**config.mk**
```make
export PLATFORM = sky130hd
export DESIGN_NAME = hbi_interp
export DESIGN_NICKNAME = d
export VERILOG_FILES = /design/src/rtl/hbi_pkg.sv /design/src/rtl/hbi_coef_bank.sv /design/src/rtl/hbi_history.sv /design/src/rtl/hbi_mac.sv /design/src/rtl/hbi_interp.sv
export SDC_FILE = /design/constraint.sdc
export NUM_CORES = 2
export LEC_CHECK = 0
export ABC_AREA = 1
export CAP_MARGIN = 20
export CORE_MARGIN = 2
export CORE_UTILIZATION = 54
export CTS_CLUSTER_DIAMETER = 60
export CTS_CLUSTER_SIZE = 8
export DETAILED_ROUTE_END_ITERATION = 6
export GPL_ROUTABILITY_DRIVEN = 1
export PLACE_DENSITY = 0.7
export SYNTH_ARGS = -nofsm -noshare
export SYNTH_HDL_FRONTEND = slang
export SYNTH_HIERARCHICAL = 1
export SYNTH_SLANG_ARGS = --single-unit
```
**constraint.sdc**
```tcl
create_clock -name clk -period 11.9 [get_ports clk]
set_input_delay 2.38 -clock clk [delete_from_list [all_inputs] [get_ports clk]]
set_output_delay 2.38 -clock clk [all_outputs]
set_load 0.05 [all_outputs]
```
**src/rtl/hbi_pkg.sv**
```systemverilog
package hbi_pkg;
  // multipliers shared by the filtered phase
  localparam int HB_LANES = 2;
  typedef enum logic {HB_SHORT = 1'b0, HB_LONG = 1'b1} hb_len_e;
endpackage

```
**src/rtl/hbi_coef_bank.sv**
```systemverilog
module hbi_coef_bank import hbi_pkg::*; #(
  parameter int CW      = 18,
  parameter int NPAIR_L = 16,
  parameter int SW      = 3,
  parameter int CAW     = 4
) (
  input  logic                   clk,
  input  logic                   rst_n,
  input  logic                   we,
  input  logic [CAW-1:0]         addr,
  input  logic [CW-1:0]          wdata,
  input  logic [SW-1:0]          step,
  output logic [HB_LANES*CW-1:0] lane_coef
);
  logic [CW-1:0] coef_q [NPAIR_L];
  logic [CW-1:0] coef_d [NPAIR_L];

  always_comb begin
    for (int i = 0; i < NPAIR_L; i++) coef_d[i] = coef_q[i];
    if (we) coef_d[addr] = wdata;
  end

  always_ff @(posedge clk or negedge rst_n) begin
    if (!rst_n) begin
      for (int i = 0; i < NPAIR_L; i++) coef_q[i] <= '0;
    end else begin
      for (int i = 0; i < NPAIR_L; i++) coef_q[i] <= coef_d[i];
    end
  end

  for (genvar l = 0; l < HB_LANES; l++) begin : g_lane
    logic [CAW-1:0] idx;
    assign idx = CAW'(step) * CAW'(HB_LANES) + CAW'(l);
    assign lane_coef[l*CW +: CW] = coef_q[idx];
  end


  coef_write_chk: assert property (@(posedge clk) disable iff (!rst_n)
    we |=> coef_q[$past(addr)] == $past(wdata));
endmodule

```
**src/rtl/hbi_history.sv**
```systemverilog
module hbi_history import hbi_pkg::*; #(
  parameter int DW      = 16,
  parameter int NPAIR_S = 8,
  parameter int NPAIR_L = 16,
  parameter int SW      = 3
) (
  input  logic                       clk,
  input  logic                       rst_n,
  input  logic                       shift_en,
  input  logic [DW-1:0]              din,
  input  logic [SW-1:0]              step,
  input  logic                       long_sel,
  output logic [HB_LANES*(DW+1)-1:0] pairs,
  output logic [DW-1:0]              center
);
  localparam int DEPTH = 2 * NPAIR_L;
  localparam int IW    = $clog2(DEPTH);
  localparam int PW    = DW + 1;

  logic [DW-1:0] hist_q [DEPTH];
  logic [DW-1:0] hist_d [DEPTH];
  logic [IW-1:0] top_idx;
  logic [IW-1:0] ctr_idx;

  always_comb begin
    for (int i = 0; i < DEPTH; i++) hist_d[i] = hist_q[i];
    if (shift_en) begin
      hist_d[0] = din;
      for (int i = 1; i < DEPTH; i++) hist_d[i] = hist_q[i-1];
    end
  end

  always_ff @(posedge clk or negedge rst_n) begin
    if (!rst_n) begin
      for (int i = 0; i < DEPTH; i++) hist_q[i] <= '0;
    end else begin
      for (int i = 0; i < DEPTH; i++) hist_q[i] <= hist_d[i];
    end
  end

  assign top_idx = long_sel ? IW'(DEPTH - 1)   : IW'(2 * NPAIR_S - 1);
  assign ctr_idx = long_sel ? IW'(NPAIR_L - 1) : IW'(NPAIR_S - 1);
  assign center  = hist_q[ctr_idx];

  for (genvar l = 0; l < HB_LANES; l++) begin : g_pair
    logic [IW-1:0] near_idx;
    logic [IW-1:0] far_idx;
    assign near_idx = IW'(step) * IW'(HB_LANES) + IW'(l);
    assign far_idx  = top_idx - near_idx;
    assign pairs[l*PW +: PW] = {hist_q[near_idx][DW-1], hist_q[near_idx]}
                             + {hist_q[far_idx][DW-1],  hist_q[far_idx]};
  end


  hist_shift_chk: assert property (@(posedge clk) disable iff (!rst_n)
    shift_en |=> (hist_q[0] == $past(din)) && (hist_q[DEPTH-1] == $past(hist_q[DEPTH-2])));

  hist_hold_chk: assert property (@(posedge clk) disable iff (!rst_n)
    !shift_en |=> $stable(hist_q[0]) && $stable(hist_q[DEPTH-1]));
endmodule

```
**src/rtl/hbi_mac.sv**
```systemverilog
module hbi_mac import hbi_pkg::*; #(
  parameter int DW = 16,
  parameter int CW = 18,
  parameter int AW = 40
) (
  input  logic                       clk,
  input  logic                       rst_n,
  input  logic                       en,
  input  logic                       clr,
  input  logic [HB_LANES*(DW+1)-1:0] pairs,
  input  logic [HB_LANES*CW-1:0]     coefs,
  output logic [DW-1:0]              result
);
  localparam int PW = DW + 1;
  localparam int MW = PW + CW;
  localparam logic signed [AW-1:0] RND  = AW'(64'sd1 <<< (CW - 2));
  localparam logic signed [AW-1:0] MAXV = AW'((64'sd1 <<< (DW - 1)) - 64'sd1);
  localparam logic signed [AW-1:0] MINV = -MAXV - AW'(1);

  logic signed [AW-1:0] acc_q, acc_d;
  logic signed [AW-1:0] prod_x [HB_LANES];
  logic signed [AW-1:0] rnd, shr;

  for (genvar l = 0; l < HB_LANES; l++) begin : g_mul
    logic signed [MW-1:0] prod;
    assign prod      = $signed(pairs[l*PW +: PW]) * $signed(coefs[l*CW +: CW]);
    assign prod_x[l] = {{(AW-MW){prod[MW-1]}}, prod};
  end

  always_comb begin
    acc_d = clr ? '0 : acc_q;
    for (int l = 0; l < HB_LANES; l++) acc_d = acc_d + prod_x[l];
  end

  always_ff @(posedge clk or negedge rst_n) begin
    if (!rst_n)  acc_q <= '0;
    else if (en) acc_q <= acc_d;
  end

  always_comb begin
    rnd = acc_q + RND;
    shr = rnd >>> (CW - 1);
    if (shr > MAXV)      result = MAXV[DW-1:0];
    else if (shr < MINV) result = MINV[DW-1:0];
    else                 result = shr[DW-1:0];
  end


  acc_hold_chk: assert property (@(posedge clk) disable iff (!rst_n)
    !en |=> $stable(acc_q));
endmodule

```
**src/rtl/hbi_interp.sv**
```systemverilog
module hbi_interp import hbi_pkg::*; #(
  parameter int DW      = 16,
  parameter int CW      = 18,
  parameter int NPAIR_S = 8,
  parameter int NPAIR_L = 16,
  localparam int CAW    = $clog2(NPAIR_L)
) (
  input  logic           clk,
  input  logic           rst_n,
  input  logic           in_stb,
  input  logic [DW-1:0]  in_data,
  input  logic           long_mode,
  input  logic           coef_we,
  input  logic [CAW-1:0] coef_addr,
  input  logic [CW-1:0]  coef_data,
  output logic           out_stb,
  output logic [DW-1:0]  out_data
);
  localparam int STEPS_S = NPAIR_S / HB_LANES;
  localparam int STEPS_L = NPAIR_L / HB_LANES;
  localparam int SW      = $clog2(STEPS_L);
  localparam int AW      = DW + 1 + CW + CAW + 1;

  logic          run_q, run_d;
  logic [SW-1:0] cnt_q, cnt_d;
  hb_len_e       len_q, len_d;
  logic          fdone_q, fdone_d;
  logic [1:0]    ph_q, ph_d;
  logic [DW-1:0] ctr_q, ctr_d;
  logic          ostb_q, ostb_d;
  logic [DW-1:0] odat_q, odat_d;
  logic          last;
  logic          is_long;

  logic [HB_LANES*(DW+1)-1:0] pairs;
  logic [HB_LANES*CW-1:0]     lane_coef;
  logic [DW-1:0]              center;
  logic [DW-1:0]              filt;

  assign is_long = (len_q == HB_LONG);
  assign last    = (cnt_q == (is_long ? SW'(STEPS_L - 1) : SW'(STEPS_S - 1)));

  hbi_history #(.DW(DW), .NPAIR_S(NPAIR_S), .NPAIR_L(NPAIR_L), .SW(SW)) u_hist (
    .clk(clk), .rst_n(rst_n), .shift_en(in_stb), .din(in_data),
    .step(cnt_q), .long_sel(is_long), .pairs(pairs), .center(center));

  hbi_coef_bank #(.CW(CW), .NPAIR_L(NPAIR_L), .SW(SW), .CAW(CAW)) u_coef (
    .clk(clk), .rst_n(rst_n), .we(coef_we), .addr(coef_addr),
    .wdata(coef_data), .step(cnt_q), .lane_coef(lane_coef));

  hbi_mac #(.DW(DW), .CW(CW), .AW(AW)) u_mac (
    .clk(clk), .rst_n(rst_n), .en(run_q), .clr(cnt_q == '0),
    .pairs(pairs), .coefs(lane_coef), .result(filt));

  // sequencer and output next state
  always_comb begin
    run_d   = run_q;
    cnt_d   = cnt_q;
    len_d   = len_q;
    fdone_d = 1'b0;
    ctr_d   = ctr_q;
    ph_d    = {ph_q[0], fdone_q};
    ostb_d  = 1'b0;
    odat_d  = odat_q;
    if (run_q) begin
      cnt_d = cnt_q + SW'(1);
      if (last) begin
        run_d   = 1'b0;
        fdone_d = 1'b1;
        ctr_d   = center;
      end
    end
    if (in_stb) begin
      run_d = 1'b1;
      cnt_d = '0;
      len_d = long_mode ? HB_LONG : HB_SHORT;
    end
    if (fdone_q) begin
      ostb_d = 1'b1;
      odat_d = filt;
    end else if (ph_q[1]) begin
      ostb_d = 1'b1;
      odat_d = ctr_q;
    end
  end

  always_ff @(posedge clk or negedge rst_n) begin
    if (!rst_n) begin
      run_q   <= 1'b0;
      cnt_q   <= '0;
      len_q   <= HB_SHORT;
      fdone_q <= 1'b0;
      ph_q    <= '0;
      ctr_q   <= '0;
      ostb_q  <= 1'b0;
      odat_q  <= '0;
    end else begin
      run_q   <= run_d;
      cnt_q   <= cnt_d;
      len_q   <= len_d;
      fdone_q <= fdone_d;
      ph_q    <= ph_d;
      ctr_q   <= ctr_d;
      ostb_q  <= ostb_d;
      odat_q  <= odat_d;
    end
  end

  assign out_stb  = ostb_q;
  assign out_data = odat_q;

  // input spacing monitor
  logic [3:0] gap_q;
  always_ff @(posedge clk or negedge rst_n) begin
    if (!rst_n)          gap_q <= 4'd15;
    else if (in_stb)     gap_q <= 4'd1;
    else if (gap_q != 4'd15) gap_q <= gap_q + 4'd1;
  end


  in_gap_chk: assert property (@(posedge clk) disable iff (!rst_n)
    in_stb |-> gap_q >= (is_long ? 4'(STEPS_L) : 4'(STEPS_S)));

  out_gap_chk: assert property (@(posedge clk) disable iff (!rst_n)
    out_stb |=> !out_stb);

  filt_follow_chk: assert property (@(posedge clk) disable iff (!rst_n)
    fdone_q |=> out_stb);

  center_out_chk: assert property (@(posedge clk) disable iff (!rst_n)
    (ph_q[1] && !fdone_q) |=> out_stb && (out_data == $past(ctr_q)));
endmodule

```
==> results_dict.tcl <==
set metrics [dict create \
    synthTopCellsByArea "dfrtp_1, fa_1, nand2_1" \
    path_clk_slew_ps 50 \
    drt_iter0_drc 5644 \
    max_freq_mhz 90.5 \
    start_util_pct 54.2 \
    remaining_drc_errors 0 \
    grt_pass1_wl_microns 330000 \
    grt_overflow 0 \
    synthDistinctLibCells 45 \
    slowest_delay_ps 870 \
    wl_met1_microns 83900 \
    dr.pass1.iters 7 \
    vias_per_cell 5.43 \
    die_area_sq_um 141000 \
    slowest_stage "fa_1" \
    worstSetupStartpointType "register" \
    post-cts-setup-buffers 0 \
    worst_pin_slew_ps 1070 \
    yosys-top-cells-count "nand2_1, inv_1, o21ai_0, dfrtp_1, fa_1" \
    io_buffer_count 59 \
    cts_tree "built" \
    finalCritPeriodShare_pct 92.8 \
    fin_crit_ps 11040 \
    via_count 60378 \
    relSlewSlack_pct 28.8 \
    first_global_vias 60844 \
    synth_top_cell_area_share_pct 29.7 \
    yosys_register_bits 881 \
    fin_cells 11126 \
    dr_wl_met3_microns 15000 \
    die_w_microns 375 \
    rsz0062_at_grt "no" \
    clock_sinks 881 \
    cts_max_path_buffers 3 \
    cts_max_level 4 \
    num_io_pins 60 \
    status "finished clean" \
    netlist_instances 9545 \
    yosysWarnings 6 \
    synth_flop_cell "dfrtp_1" \
    cts_buffers 134 \
    cap_violations 0 \
    synth_seq_area_share_pct 29.7 \
    ctsHoldBuffers 0 \
    final_area_sq_um 79600 \
    track_usage_pct 29.6 \
    place_area_sq_um 75600 \
    crit_required_ps 12540 \
    dp.cells 10956 \
    crit_arrival_ps 11680 \
    hpwl_microns 147000 \
    ctsResizeCount 0 \
    fp.dieH_microns 375 \
    antenna_left 0 \
    wl_per_cell_microns 18.1 \
    synth.most_common_cell "nand2_1" \
    clockRootBuffer "clkbuf_16" \
    fin_worst_skew_ps 48.7 \
    synth_area_per_cell_sq_um 7.78 \
    finalSetupViolCount 0 \
    path_common_cell "inv_1" \
    totalNegativeSetupSlack_ps 0 \
    met2WireLength_microns 95100 \
    gp_congestion 0.979 \
    crit_path_end_kind "register" \
    slew_violations 0 \
    synth_edf_count 0 \
    crit_fanout 165 \
    synth_largest_area_cell "dfrtp_1" \
    nets 10383 \
    drive_above_1_share_pct 5.18 \
    rows 136 \
    synthArstFlopShare_pct 100 \
    grt_antenna_before_repair 3 \
    criticalPathCategory "register to register" \
    syn-num-nets 10627 \
    grt_max_degree 228 \
    wl_microns 202000 \
    coreArea_sq_um 137000 \
    hp-class "register to register" \
    area.growth.synth_to_final_pct 7.10 \
    clock_latency_ps 780 \
    post-route-util_pct 58.1 \
    num_antenna_cells 0 \
    routed.top_layer "met5" \
    synthesis.area_sq_um 74300 \
    finalHoldViolations 0 \
]
registers in the layout (all words and copies together) (netlist names):
| name | flops |
|---|---|
| out_stb | 1 |
| ctr_q | 16 |
| run_q | 1 |
| out_data | 16 |
| ph_q | 2 |
| u_mac/acc_q | 40 |
| cnt_q | 3 |
| u_hist/hist_q | 512 |
| u_coef/coef_q | 288 |
| fdone_q | 1 |
| is_long | 1 |
per-layer routing:
metal	track usage [%]	vias to the layer above
met5	0	-
met2	48.1	2118
met1	39.8	29529
li1	-	28345
met3	5.19	376
met4	10.9	10
worst max-delay path: cells and delay by family (launching register included):
| family | cells | cell delay [ps] |
|---|---|---|
| compound gates | 1 | 180 |
| xor+xnor | 1 | 250 |
| fa+ha+maj | 10 | 5170 |
| buf+inv | 12 | 2310 |
| flops | 1 | 750 |
| simple gates | 15 | 2140 |
final cells by class:
type | count | area, sq um
repair buffers | 166 | 1540
inverters | 2004 | 7540
flip-flops and latches | 881 | 22100
clock inverters | 25 | 519
clock buffers | 142 | 3420
well taps | 1794 | 2240
fillers | 12404 | 57400
multi-input cells | 6114 | 42200
cell families after synthesis:
logic type / Yosys count / share of synthesized area [%]
AOI/OAI and AO/OA: 1645 / 11.5
xor gates and xnor gates: 32 / 0.387
adders and majority gates: 1039 / 25.5
buffers and inverters: 2550 / 13.5
DFF: 881 / 29.7
muxes: 73 / 1.11
and+or+nand+nor: 3325 / 18.3
placed cells by master, fill, tap and decap left out, types with 7 or more instances in the layout:
cell type / count
o21ai_0: 908
nor3_1: 14
nor2_4: 9
buf_12: 9
o21a_1: 35
nand3b_1: 14
fa_1: 793
a21oi_2: 35
nand2_1: 2382
o21ai_1: 125
buf_4: 95
clkbuf_16: 134
mux2_2: 73
dfrtp_1: 876
inv_2: 10
o21bai_1: 7
xor2_1: 20
nand2_2: 18
clkinv_16: 13
ha_1: 246
nor2_2: 10
or2_2: 19
a21oi_1: 501
o211ai_1: 24
nor2_1: 320
nand3_2: 15
nand3_1: 490
clkdlybuf4s50_1: 57
nand4_1: 26
inv_1: 1987
per-stage QoR:
stage	setup slack, ps	hold WS, ps
final	855	351
after global routing	267	364
after CTS	1050	352
after detailed placement	1120	341
after global placement	1140	333
after floorplan	2980	331
path summary, 6_finish.rpt:
check / slack [ps] / startpoint / cells past startpoint / end
max reg2reg: 860 / cnt_q[0] / 39 / u_mac/acc_q[25]
max: 860 / cnt_q[0] / 39 / u_mac/acc_q[25]
min in group asynchronous: 1610 / rst_n / 1 / u_hist/hist_q[141]
min reg2reg: 350 / ph_q[0] / 0 / ph_q[1]
max in group asynchronous: 7920 / rst_n / 3 / out_data[10]
min: 350 / ph_q[0] / 0 / ph_q[1]
Power is left out: the tool's default activity adds up to more than one toggle a clock period on the data nets, which glitch-free logic cannot reach.
